<file path="src/rtl/vr_startup_seq.sv">
module vr_startup_seq #(
  parameter int          CMD_W    = 8,
  parameter logic [7:0]  CLR_CODE = 8'h03
) (
  input  logic             clk,
  input  logic             rst_n,
  input  logic             bias_good,
  input  logic             pwr_en,
  input  logic             therm_en_ok,
  input  logic             therm_alert,
  input  logic             ss_done,
  input  logic             vout_in_win,
  input  logic             cmd_valid,
  input  logic [CMD_W-1:0] cmd_code,
  output logic             pwm_oe,
  output logic             ss_req,
  output logic             ready,
  output logic             alert_n,
  output logic             status_therm
);

  typedef enum logic [1:0] {SHUTDOWN, SOFTSTART, WAIT_WINDOW, RUN} st_t;

  st_t  st_q, st_d;
  logic alert_q;

  wire en_all = bias_good & pwr_en & therm_en_ok;
  wire clr    = cmd_valid & (cmd_code == CMD_W'(CLR_CODE));

  always_comb begin
    st_d = st_q;
    if (!en_all) st_d = SHUTDOWN;
    else begin
      case (st_q)
        SHUTDOWN:    st_d = SOFTSTART;
        SOFTSTART:   if (ss_done)     st_d = WAIT_WINDOW;
        WAIT_WINDOW: if (vout_in_win) st_d = RUN;
        default:     st_d = RUN;
      endcase
    end
  end

  always_ff @(posedge clk or negedge rst_n) begin
    if (!rst_n) begin
      st_q    <= SHUTDOWN;
      alert_q <= 1'b0;
    end else begin
      st_q <= st_d;
      if (therm_alert)  alert_q <= 1'b1;
      else if (clr)     alert_q <= 1'b0;
    end
  end

  assign pwm_oe       = (st_q != SHUTDOWN);
  assign ss_req       = (st_q == SOFTSTART);
  assign ready        = (st_q == RUN);
  assign alert_n      = ~alert_q;
  assign status_therm = alert_q;

endmodule

</file>
<file path="config.mk">
export PLATFORM = sky130hd
export DESIGN_NAME = vr_startup_seq
export DESIGN_NICKNAME = d
export VERILOG_FILES = /design/src/rtl/vr_startup_seq.sv
export SDC_FILE = /design/constraint.sdc
export NUM_CORES = 1
export LEC_CHECK = 0
export BUFFER_PORTS_ARGS = -buffer_cell sky130_fd_sc_hd__buf_2
export CAP_MARGIN = 10
export CORE_AREA = 2 2 39 41
export DETAILED_ROUTE_END_ITERATION = 8
export DIE_AREA = 0 0 41 43
export GPL_ROUTABILITY_DRIVEN = 0
export GPL_TIMING_DRIVEN = 1
export PLACE_DENSITY = 0.49
export SETUP_SLACK_MARGIN = 0.5
export SYNTH_ARGS = -nofsm -noshare
export SYNTH_HDL_FRONTEND = slang
export SYNTH_SLANG_ARGS = --single-unit
</file>
<file path="constraint.sdc">
create_clock -name clk -period 1.6 [get_ports clk]
set_clock_uncertainty 0.2 [all_clocks]
set_input_delay 0.08 -clock clk [delete_from_list [all_inputs] [get_ports clk]]
set_output_delay 0.08 -clock clk [all_outputs]
set_load 0.05 [all_outputs]
</file>
==> results_dict.tcl, run 1 <==
set metrics [dict create \
    ys_ff_latch 3 \
    die_y_um 43 \
    drt_pass1_iterations 2 \
    synth_area_leaders "dfrtp_1 42%, nor2b_4 7.7%, a211oi_2 7.0%" \
    gr-total-overflow 0 \
    netlist_area_um2 178 \
    critPathCaptureType "output port" \
    internal-power_mw 0.217 \
    fmax_ghz 0.747 \
    synth_area_per_cell_um2 10.5 \
    critPathBufInv 1 \
    die-area_um2 1760 \
    crit_type "flip-flop to output port" \
    cpPeakStageDelay_ns 0.41 \
    grt_pass1_vias 314 \
    first_iter_violations 3 \
    drc_errors 0 \
    place_area_um2 304 \
    timing.final.ws_setup_ns 0.262 \
    clkLatencyLatePin_ns 0.23 \
    hp-start "cmd_code[3]" \
    crit_chain "or2_4 > buf_8" \
    drive_above_1_share_pct 64.3 \
    core_area_um2 1380 \
    period_minus_slack_ns 1.34 \
    syn_inst 17 \
    crit_required_ns 1.32 \
    die_w_um 41 \
    design_area_um2 517 \
    drv_slew 0 \
    setup_viol 0 \
    holdPathEnd "status_therm$_DFFE_PN0P_" \
    dpl.hpwl_um 417 \
    r2r_cells 4 \
    yosys.area.top_type "dfrtp_1" \
    holdCritPathClass "input pin to flip-flop" \
    grt_first_pass_wirelength_um 1170 \
    cts_tree "built" \
    cp_max_fo 5 \
    grt_usage_pct 11.0 \
    start_util_pct 12.8 \
    h-tree-depth 1 \
    power.leakage_nw 0.247 \
    power.density_nw_per_um2 546 \
    path_delay_family "flip-flops" \
    yosysUniqueCellTypes 13 \
    yosysSeqAreaShare_pct 42.3 \
    synth_top_area_share_pct 42.3 \
    irDropWorstVdd_mv 0.291 \
    clock_sinks 3 \
    wire_per_inst_um 9.92 \
    start_kind "flip-flop" \
    whs_path_depth 3 \
    swShare_pct 23.0 \
    std_cell_rows 14 \
    rrSetupSlack_ns 0.39 \
    final_common_cell "buf_2" \
    seq_power_share_pct 28.1 \
    port_buffers 21 \
    fin_crit_sh_pct 83.6 \
    crit_arrival_ns 1.06 \
    numCtsBuffers 3 \
    cts-root-buf "clkbuf_4" \
    pin_count 22 \
    worst_path_max_delay_cell "dfrtp_1" \
    totalWireLength_um 714 \
    drv_cap 0 \
    switchingPower_mw 0.0650 \
    r2r-start "st_q[0]$_DFFE_PN0P_" \
    nFillCells 137 \
    syn_nets 34 \
    hold_violations 1 \
    rsz0062_at_grt "yes" \
    yosysWarningCount 0 \
    fin_setup_tns_ns 0 \
    worst_pin_slew_ns 0.287 \
    ant_nets 0 \
    vias_per_cell 3.83 \
    nets 74 \
    relSlewSlack_pct 80.6 \
    worstReg2RegEnd "st_q[0]$_DFFE_PN0P_" \
    num_vias 276 \
    mostFrequentLayoutCells "16 x buf_2, 10 x dlygate4sd3_1" \
    combPwrFrac_pct 25.5 \
    clockBufferDepth 2 \
    status "finished, violations left" \
    fin_hold_ws_ns -0.0730 \
    diodes 0 \
    violations "hold timing" \
    dp_worst_setup_slack_ns 0.419 \
    antenna_found_initial 0 \
    p_clk_share_pct 46.4 \
    area_growth_pct 191 \
    grt_start_max_net_pins 6 \
    clkTransAtPathRegs_ns 0.04 \
]
[flip-flops by register name, summed over array words and instances (netlist names)]
signal        cells
st_q              2
status_therm      1
[area by class of cell]
class / instances / area, um^2 / share of cell area [%]
Sequential cell: 3 / 77.6 / 15.0
Clock buffer: 4 / 26.3 / 5.08
Multi-Input combinational cell: 13 / 108 / 20.8
Tap cell: 16 / 20.0 / 3.87
Timing Repair Buffer: 35 / 282 / 54.5
Inverter: 1 / 3.75 / 0.726
[through the flow]
stage	util, %	hold slack, ns	total power, mW	cells
2_1_floorplan	-	-0.416	0.0965	17
3_3_place_gp	22.0	-0.319	0.120	54
3_5_place_dp	22.0	-0.319	0.120	54
4_1_cts	35.7	-0.0517	0.285	71
5_1_grt	37.3	-0.0554	0.304	72
6_report	37.3	-0.0730	0.282	72
[logic make-up (layout without fill, tap and decap cells)]
logic type | after synthesis | count (layout) | share of synthesized area, %
DFF | 3 | 3 | 42.3
and+or+nand+nor | 10 | 10 | 42.3
AOI/OAI and AO/OA | 3 | 3 | 13.4
buffers and inverters | 1 | 40 | 2.11
[cells in the mapped netlist (all sizes together)]
library cell,count
dfrtp,3
nor2,3
a211oi,1
a21oi,1
a31oi,1
and2,1
inv,1
nand3,1
nor2b,1
nor3b,1
nor4b,1
nor4bb,1
or2,1
[timing repair]
action                                  in CTS  in global routing
hold buffers                                10                  1
pin swaps                                    0                  4
buffers inserted                             3                  1
endpoints found under the setup margin       5                  8
hold endpoints to repair                     6                  1
resized for setup                           14                  4
[how the worst max path moves through the flow]
stage | start | to | slack, ns | cells past startpoint
2_1_floorplan | st_q[0]$_DFFE_PN0P_ | st_q[0]$_DFFE_PN0P_ | 0.42 | 2
3_3_place_gp | st_q[0]$_DFFE_PN0P_ | pwm_oe | 0.42 | 2
3_5_place_dp | st_q[1]$_DFFE_PN0P_ | pwm_oe | 0.42 | 2
4_1_cts | st_q[1]$_DFFE_PN0P_ | pwm_oe | 0.25 | 2
5_1_grt | st_q[0]$_DFFE_PN0P_ | pwm_oe | 0.22 | 2
6_report | st_q[0]$_DFFE_PN0P_ | pwm_oe | 0.26 | 2
[worst min-delay path, cell delays in order]
cell and delay [ns]:
buf_2 0.08, nor4bb_1 0.04, a31oi_1 0.12
[layer usage]
metal / vias up / global-route usage [%] / wire length [um]
li1: 139 / - / -
met1: 115 / 7.79 / 244
met2: 22 / 19.1 / 395
met3: 0 / 7.85 / 75
met4: 0 / 6.00 / 0
met5: - / 0 / 0
[power by group through the flow]
stage	clock (mW)	combinational, mW	sequential, mW
final	0.131	0.0719	0.0792
after global routing	0.147	0.0783	0.0794
after CTS	0.139	0.0671	0.0790
after detailed placement	0	0.0404	0.0800
after global placement	0	0.0399	0.0799
after floorplan	0	0.0166	0.0799
Power figures use the tool's default switching activity.
==> run 2: changes to the inputs <==
- clock period: 1.6 -> 1.4 ns (I/O delays scaled with it)
==> run 2 against run 1 <==
Against the previous run: the flow still finishes with violations (hold timing); power rose by 7.5%; hold slack worse by 0.073 ns; clock power rose by 17%; final cell count is 14% lower; wire length decreased by 10%; count of clock-buffer cells in the layout stayed put; sequential cell count unchanged; critical endpoint unchanged; largest cell class unchanged; largest power group unchanged; highest routed layer unchanged.
==> results_dict.tcl, run 2 (same netlist as run 1, synthesis figures left out) <==
set metrics [dict create \
    diodes 0 \
    crit_required_ns 1.13 \
    status "finished, violations left" \
    grt_usage_pct 8.75 \
    fin_hold_ws_ns -0.146 \
    seq_power_share_pct 29.7 \
    crit_chain "or2_4 > buf_8" \
    numCtsBuffers 3 \
    wire_per_inst_um 10.3 \
    start_util_pct 12.8 \
    regMostFlops "st_q" \
    power.density_nw_per_um2 736 \
    combPwrFrac_pct 19.8 \
    clock_sinks 3 \
    drive_above_1_share_pct 80.4 \
    cpPeakStageDelay_ns 0.43 \
    place_inst 54 \
    fin_crit_sh_pct 94.2 \
    setup_viol 0 \
    relSlewSlack_pct 79.5 \
    irDropWorstVdd_mv 0.286 \
    crit_arrival_ns 1.05 \
    port_buffers 21 \
    start_kind "flip-flop" \
    drt_pass1_iterations 3 \
    critPathCaptureType "output port" \
    drc_errors 0 \
    largest_register_ffs 2 \
    p_clk_share_pct 50.5 \
    core_area_um2 1380 \
    std_cell_rows 14 \
    fmax_ghz 0.758 \
    cts_tree "built" \
    die-area_um2 1760 \
    switchingPower_mw 0.0737 \
    clockBufferDepth 2 \
    crit_type "flip-flop to output port" \
    cts-root-buf "clkbuf_4" \
    die_w_um 41 \
    antenna_found_initial 0 \
    swShare_pct 24.3 \
    fin_setup_tns_ns 0 \
    internal-power_mw 0.229 \
    nets 64 \
    hold_violations 6 \
    worst_path_max_delay_cell "dfrtp_2" \
    grt_pass1_vias 220 \
    die_y_um 43 \
    period_minus_slack_ns 1.32 \
    pin_count 22 \
    drv_slew 0 \
    clkLatencyLatePin_ns 0.23 \
    vias_per_cell 4.06 \
    area_growth_pct 132 \
    drv_cap 0 \
    num_vias 252 \
    rsz0062_at_grt "yes" \
    clkTransAtPathRegs_ns 0.04 \
    power.leakage_nw 0.204 \
    holdCritPathClass "input pin to flip-flop" \
    h-tree-depth 1 \
    cp_max_fo 4 \
    violations "hold timing" \
    fin_util_pct 29.7 \
    gr-total-overflow 0 \
    grt_first_pass_wirelength_um 931 \
    final_common_cell "buf_2" \
    ctsHoldBuffers 1 \
    mostFrequentLayoutCells "16 x buf_2, 3 x clkbuf_4, 3 x buf_6, 3 x buf_4" \
    first_iter_violations 4 \
    totalWireLength_um 640 \
    grt_start_max_net_pins 5 \
    worst_pin_slew_ns 0.303 \
    ant_nets 0 \
    instances_no_fill 62 \
]
==> run 2: cell count changes in the layout (fill, tap and decap cells not counted), sizes merged <==
cell	change
buf	-1
dlygate4sd3	-9
==> run 2: worst max-delay path: cells and delay by family (launching register included) <==
| kind | cells | cell delay (ns) |
|---|---|---|
| AND/OR/NAND/NOR | 1 | 0.24 |
| flip-flops | 1 | 0.43 |
| buffers and inverters | 1 | 0.15 |
==> run 2: per-stage QoR <==
step	power, mW	instance area [um^2]	setup WS (ns)
finish	0.303	412	0.0813
global route	0.328	412	0.0378
CTS	0.309	404	0.0774
detailed placement	0.138	304	0.217
global placement	0.138	304	0.234
floorplan	0.110	179	0.222
==> run 2: timing repair <==
action / 4_1_cts / 5_1_grt
endpoints found under the setup margin: 7 / 8
resized for setup: 14 / 3
hold endpoints to repair: 6 / 6
buffers inserted: 3 / 0
pin swaps: 1 / 0
==> run 2: worst paths after layout <==
kind,depth (start not counted),startpoint,to,slack [ns]
setup / recovery,2,st_q[1]$_DFFE_PN0P_,pwm_oe,0.08
hold / removal,2,ss_done,st_q[0]$_DFFE_PN0P_,-0.15
setup reg to reg,3,st_q[1]$_DFFE_PN0P_,st_q[0]$_DFFE_PN0P_,0.26
hold reg to reg,2,status_therm$_DFFE_PN0P_,status_therm$_DFFE_PN0P_,0.40
max in group asynchronous,2,rst_n,st_q[1]$_DFFE_PN0P_,0.91
min in group asynchronous,2,rst_n,st_q[0]$_DFFE_PN0P_,-0.03
==> run 2: per-layer routing <==
layer	wire length (um)	global-route usage (%)	part of all wire [%]	vias to the layer above
met5	0	0	0	-
met4	0	6.00	0	0
met3	105	7.33	16	0
met2	240	8.75	38	24
met1	294	11.7	46	109
li1	-	-	-	119
==> run 2: layout make-up <==
cell class / instances / area [um^2]
clock buffer: 4 / 26.3
fill: 154 / 972
inverter: 1 / 3.75
multi-input combinational: 13 / 108
sequential: 3 / 77.6
tap: 16 / 20.0
timing repair buffer: 25 / 176
==> run 2: power by group through the flow <==
stage,Sequential (mW),Clock [mW],Combinational (mW)
final,0.0901,0.153,0.0599
after detailed placement,0.0915,0,0.0466
after global placement,0.0912,0,0.0469
after CTS,0.0899,0.160,0.0588
after floorplan,0.0914,0,0.0189
after global routing,0.0903,0.173,0.0643
==> run 3: changes to the inputs <==
- BUFFER_PORTS_ARGS: -buffer_cell sky130_fd_sc_hd__buf_2 -> -buffer_cell sky130_fd_sc_hd__clkbuf_2
==> run 3 against run 2 <==
Against the previous run: the run still ends with hold timing left; first-iteration DRC count is the same; combinational power grew 4.2%; maximum frequency shrank 1.1%; clock power shrank 3%; sequential power grew 0.6%; largest cell class unchanged.
==> results_dict.tcl, run 3 (same netlist as run 1, synthesis figures left out) <==
set metrics [dict create \
    num_vias 246 \
    fin_hold_ws_ns -0.153 \
    irDropWorstVdd_mv 0.210 \
    worst_pin_slew_ns 0.276 \
    critPathBufInv 1 \
    cp_max_fo 5 \
    final_common_cell "clkbuf_2" \
    fin_crit_sh_pct 95.2 \
    area_growth_pct 156 \
    clockBufferDepth 2 \
    ctsHoldBuffers 1 \
    hold_violations 6 \
    clkTransAtPathRegs_ns 0.04 \
    dpl.hpwl_um 511 \
    crit_required_ns 1.13 \
    vias_per_cell 3.84 \
    start_util_pct 12.8 \
    startpoint "st_q[0]$_DFFE_PN0P_" \
    antenna_found_initial 0 \
    grt_usage_pct 8.95 \
    fin_util_pct 32.8 \
    crit_type "flip-flop to output port" \
    drive_above_1_share_pct 79.2 \
    std_cell_rows 14 \
    crit_chain "or2_4 > buf_8" \
    multi_input_area_um2 110 \
    path_delay_family "flip-flops" \
    crit_end "pwm_oe" \
    violations "hold timing" \
    rsz0062_at_grt "yes" \
    status "finished, violations left" \
    power.leakage_nw 0.226 \
    cts_tree "built" \
    diodes 0 \
    r2r-start "st_q[0]$_DFFE_PN0P_" \
    regArea_um2 77.6 \
    die_y_um 43 \
    place_area_um2 304 \
    numCtsBuffers 3 \
    start_kind "flip-flop" \
    h-tree-depth 1 \
    period_minus_slack_ns 1.33 \
    setup_viol 0 \
    clkLatencyLatePin_ns 0.23 \
    nFillCells 142 \
    ant_nets 0 \
    largest_register_ffs 2 \
    power.density_nw_per_um2 665 \
    p_clk_share_pct 49.4 \
    switchingPower_mw 0.0706 \
    nets 66 \
    fin_setup_tns_ns 0 \
    drv_cap 0 \
    p_total_mw 0.302 \
    rrSetupSlack_ns 0.17 \
    dp_worst_setup_slack_ns 0.187 \
    drv_slew 0 \
    regMostFlops "st_q" \
    clock_sinks 3 \
    wire_per_inst_um 10.1 \
    first_iter_violations 4 \
    cts-root-buf "clkbuf_4" \
    design_area_um2 454 \
    combPwrFrac_pct 20.6 \
    core_area_um2 1380 \
    r2r_cells 4 \
    critPathCaptureType "output port" \
    grt_pass1_vias 235 \
    grt_first_pass_wirelength_um 938 \
    worst_path_max_delay_cell "dfrtp_1" \
    internal-power_mw 0.232 \
    gr-total-overflow 0 \
    relSlewSlack_pct 81.4 \
    instances_no_fill 64 \
    die_w_um 41 \
    totalWireLength_um 647 \
    die-area_um2 1760 \
    drc_errors 0 \
    drt_pass1_iterations 4 \
    fmax_ghz 0.750 \
    crit_cells 2 \
    timing.final.ws_setup_ns 0.0666 \
    seq_power_share_pct 30.0 \
    cpPeakStageDelay_ns 0.41 \
    port_buffers 21 \
    swShare_pct 23.4 \
    place_inst 54 \
    grt_start_max_net_pins 6 \
    holdCritPathClass "input pin to flip-flop" \
    worstReg2RegEnd "st_q[0]$_DFFE_PN0P_" \
    pin_count 22 \
    crit_arrival_ns 1.06 \
    mostFrequentLayoutCells "16 x clkbuf_2, 4 x buf_8, 4 x buf_4, 3 x clkbuf_4" \
]
## run 3: changes by cell type in the layout (fill, tap and decap cells not counted), sizes merged
cell / previous run / this run
buf: 24 / 9
clkbuf: 4 / 21
## run 3: worst reg2reg max path: stages (launching register included)
cell      delay [ns]
dfrtp_1         0.41
buf_4           0.15
buf_4           0.12
nor3b_2         0.18
a211oi_2        0.05
## run 3: worst min-delay path by stage
stage / from / end / slack, ns / cells past startpoint
global placement: rst_n / st_q[0]$_DFFE_PN0P_ / -0.33 / 1
floorplan: rst_n / st_q[0]$_DFFE_PN0P_ / -0.43 / 0
detailed placement: rst_n / st_q[0]$_DFFE_PN0P_ / -0.33 / 1
finish: ss_done / st_q[0]$_DFFE_PN0P_ / -0.15 / 2
global route: ss_done / st_q[0]$_DFFE_PN0P_ / -0.15 / 2
CTS: ss_done / st_q[0]$_DFFE_PN0P_ / -0.16 / 2
## run 3: per-layer routing
| metal | vias up | GRT usage, % | routed length (um) |
|---|---|---|---|
| li1 | 124 | - | - |
| met1 | 100 | 11.3 | 305 |
| met2 | 22 | 10.3 | 255 |
| met3 | 0 | 3.14 | 86 |
| met4 | 0 | 10.0 | 0 |
| met5 | - | 0 | 0 |
## run 3: final cells by class
class / instances / area share [%]
clock buffer: 4 / 5.79
inverter: 1 / 0.826
multi-input combinational: 13 / 24.2
timing repair buffer: 27 / 47.7
tap: 16 / 4.41
sequential: 3 / 17.1
## run 3: power by group through the flow
stage	registers [mW]	clock network, mW	logic [mW]
final	0.0906	0.149	0.0624
after global routing	0.0906	0.165	0.0677
after CTS	0.0902	0.159	0.0585
after detailed placement	0.0915	0	0.0469
after global placement	0.0912	0	0.0470
after floorplan	0.0914	0	0.0189
## run 3: what timing repair did
item	4_1_cts	5_1_grt
cloned	0	0
buffers inserted	4	1
endpoints found under the setup margin	7	8
gates resized for setup	13	9
pin swaps	1	2
hold endpoints to repair	6	6
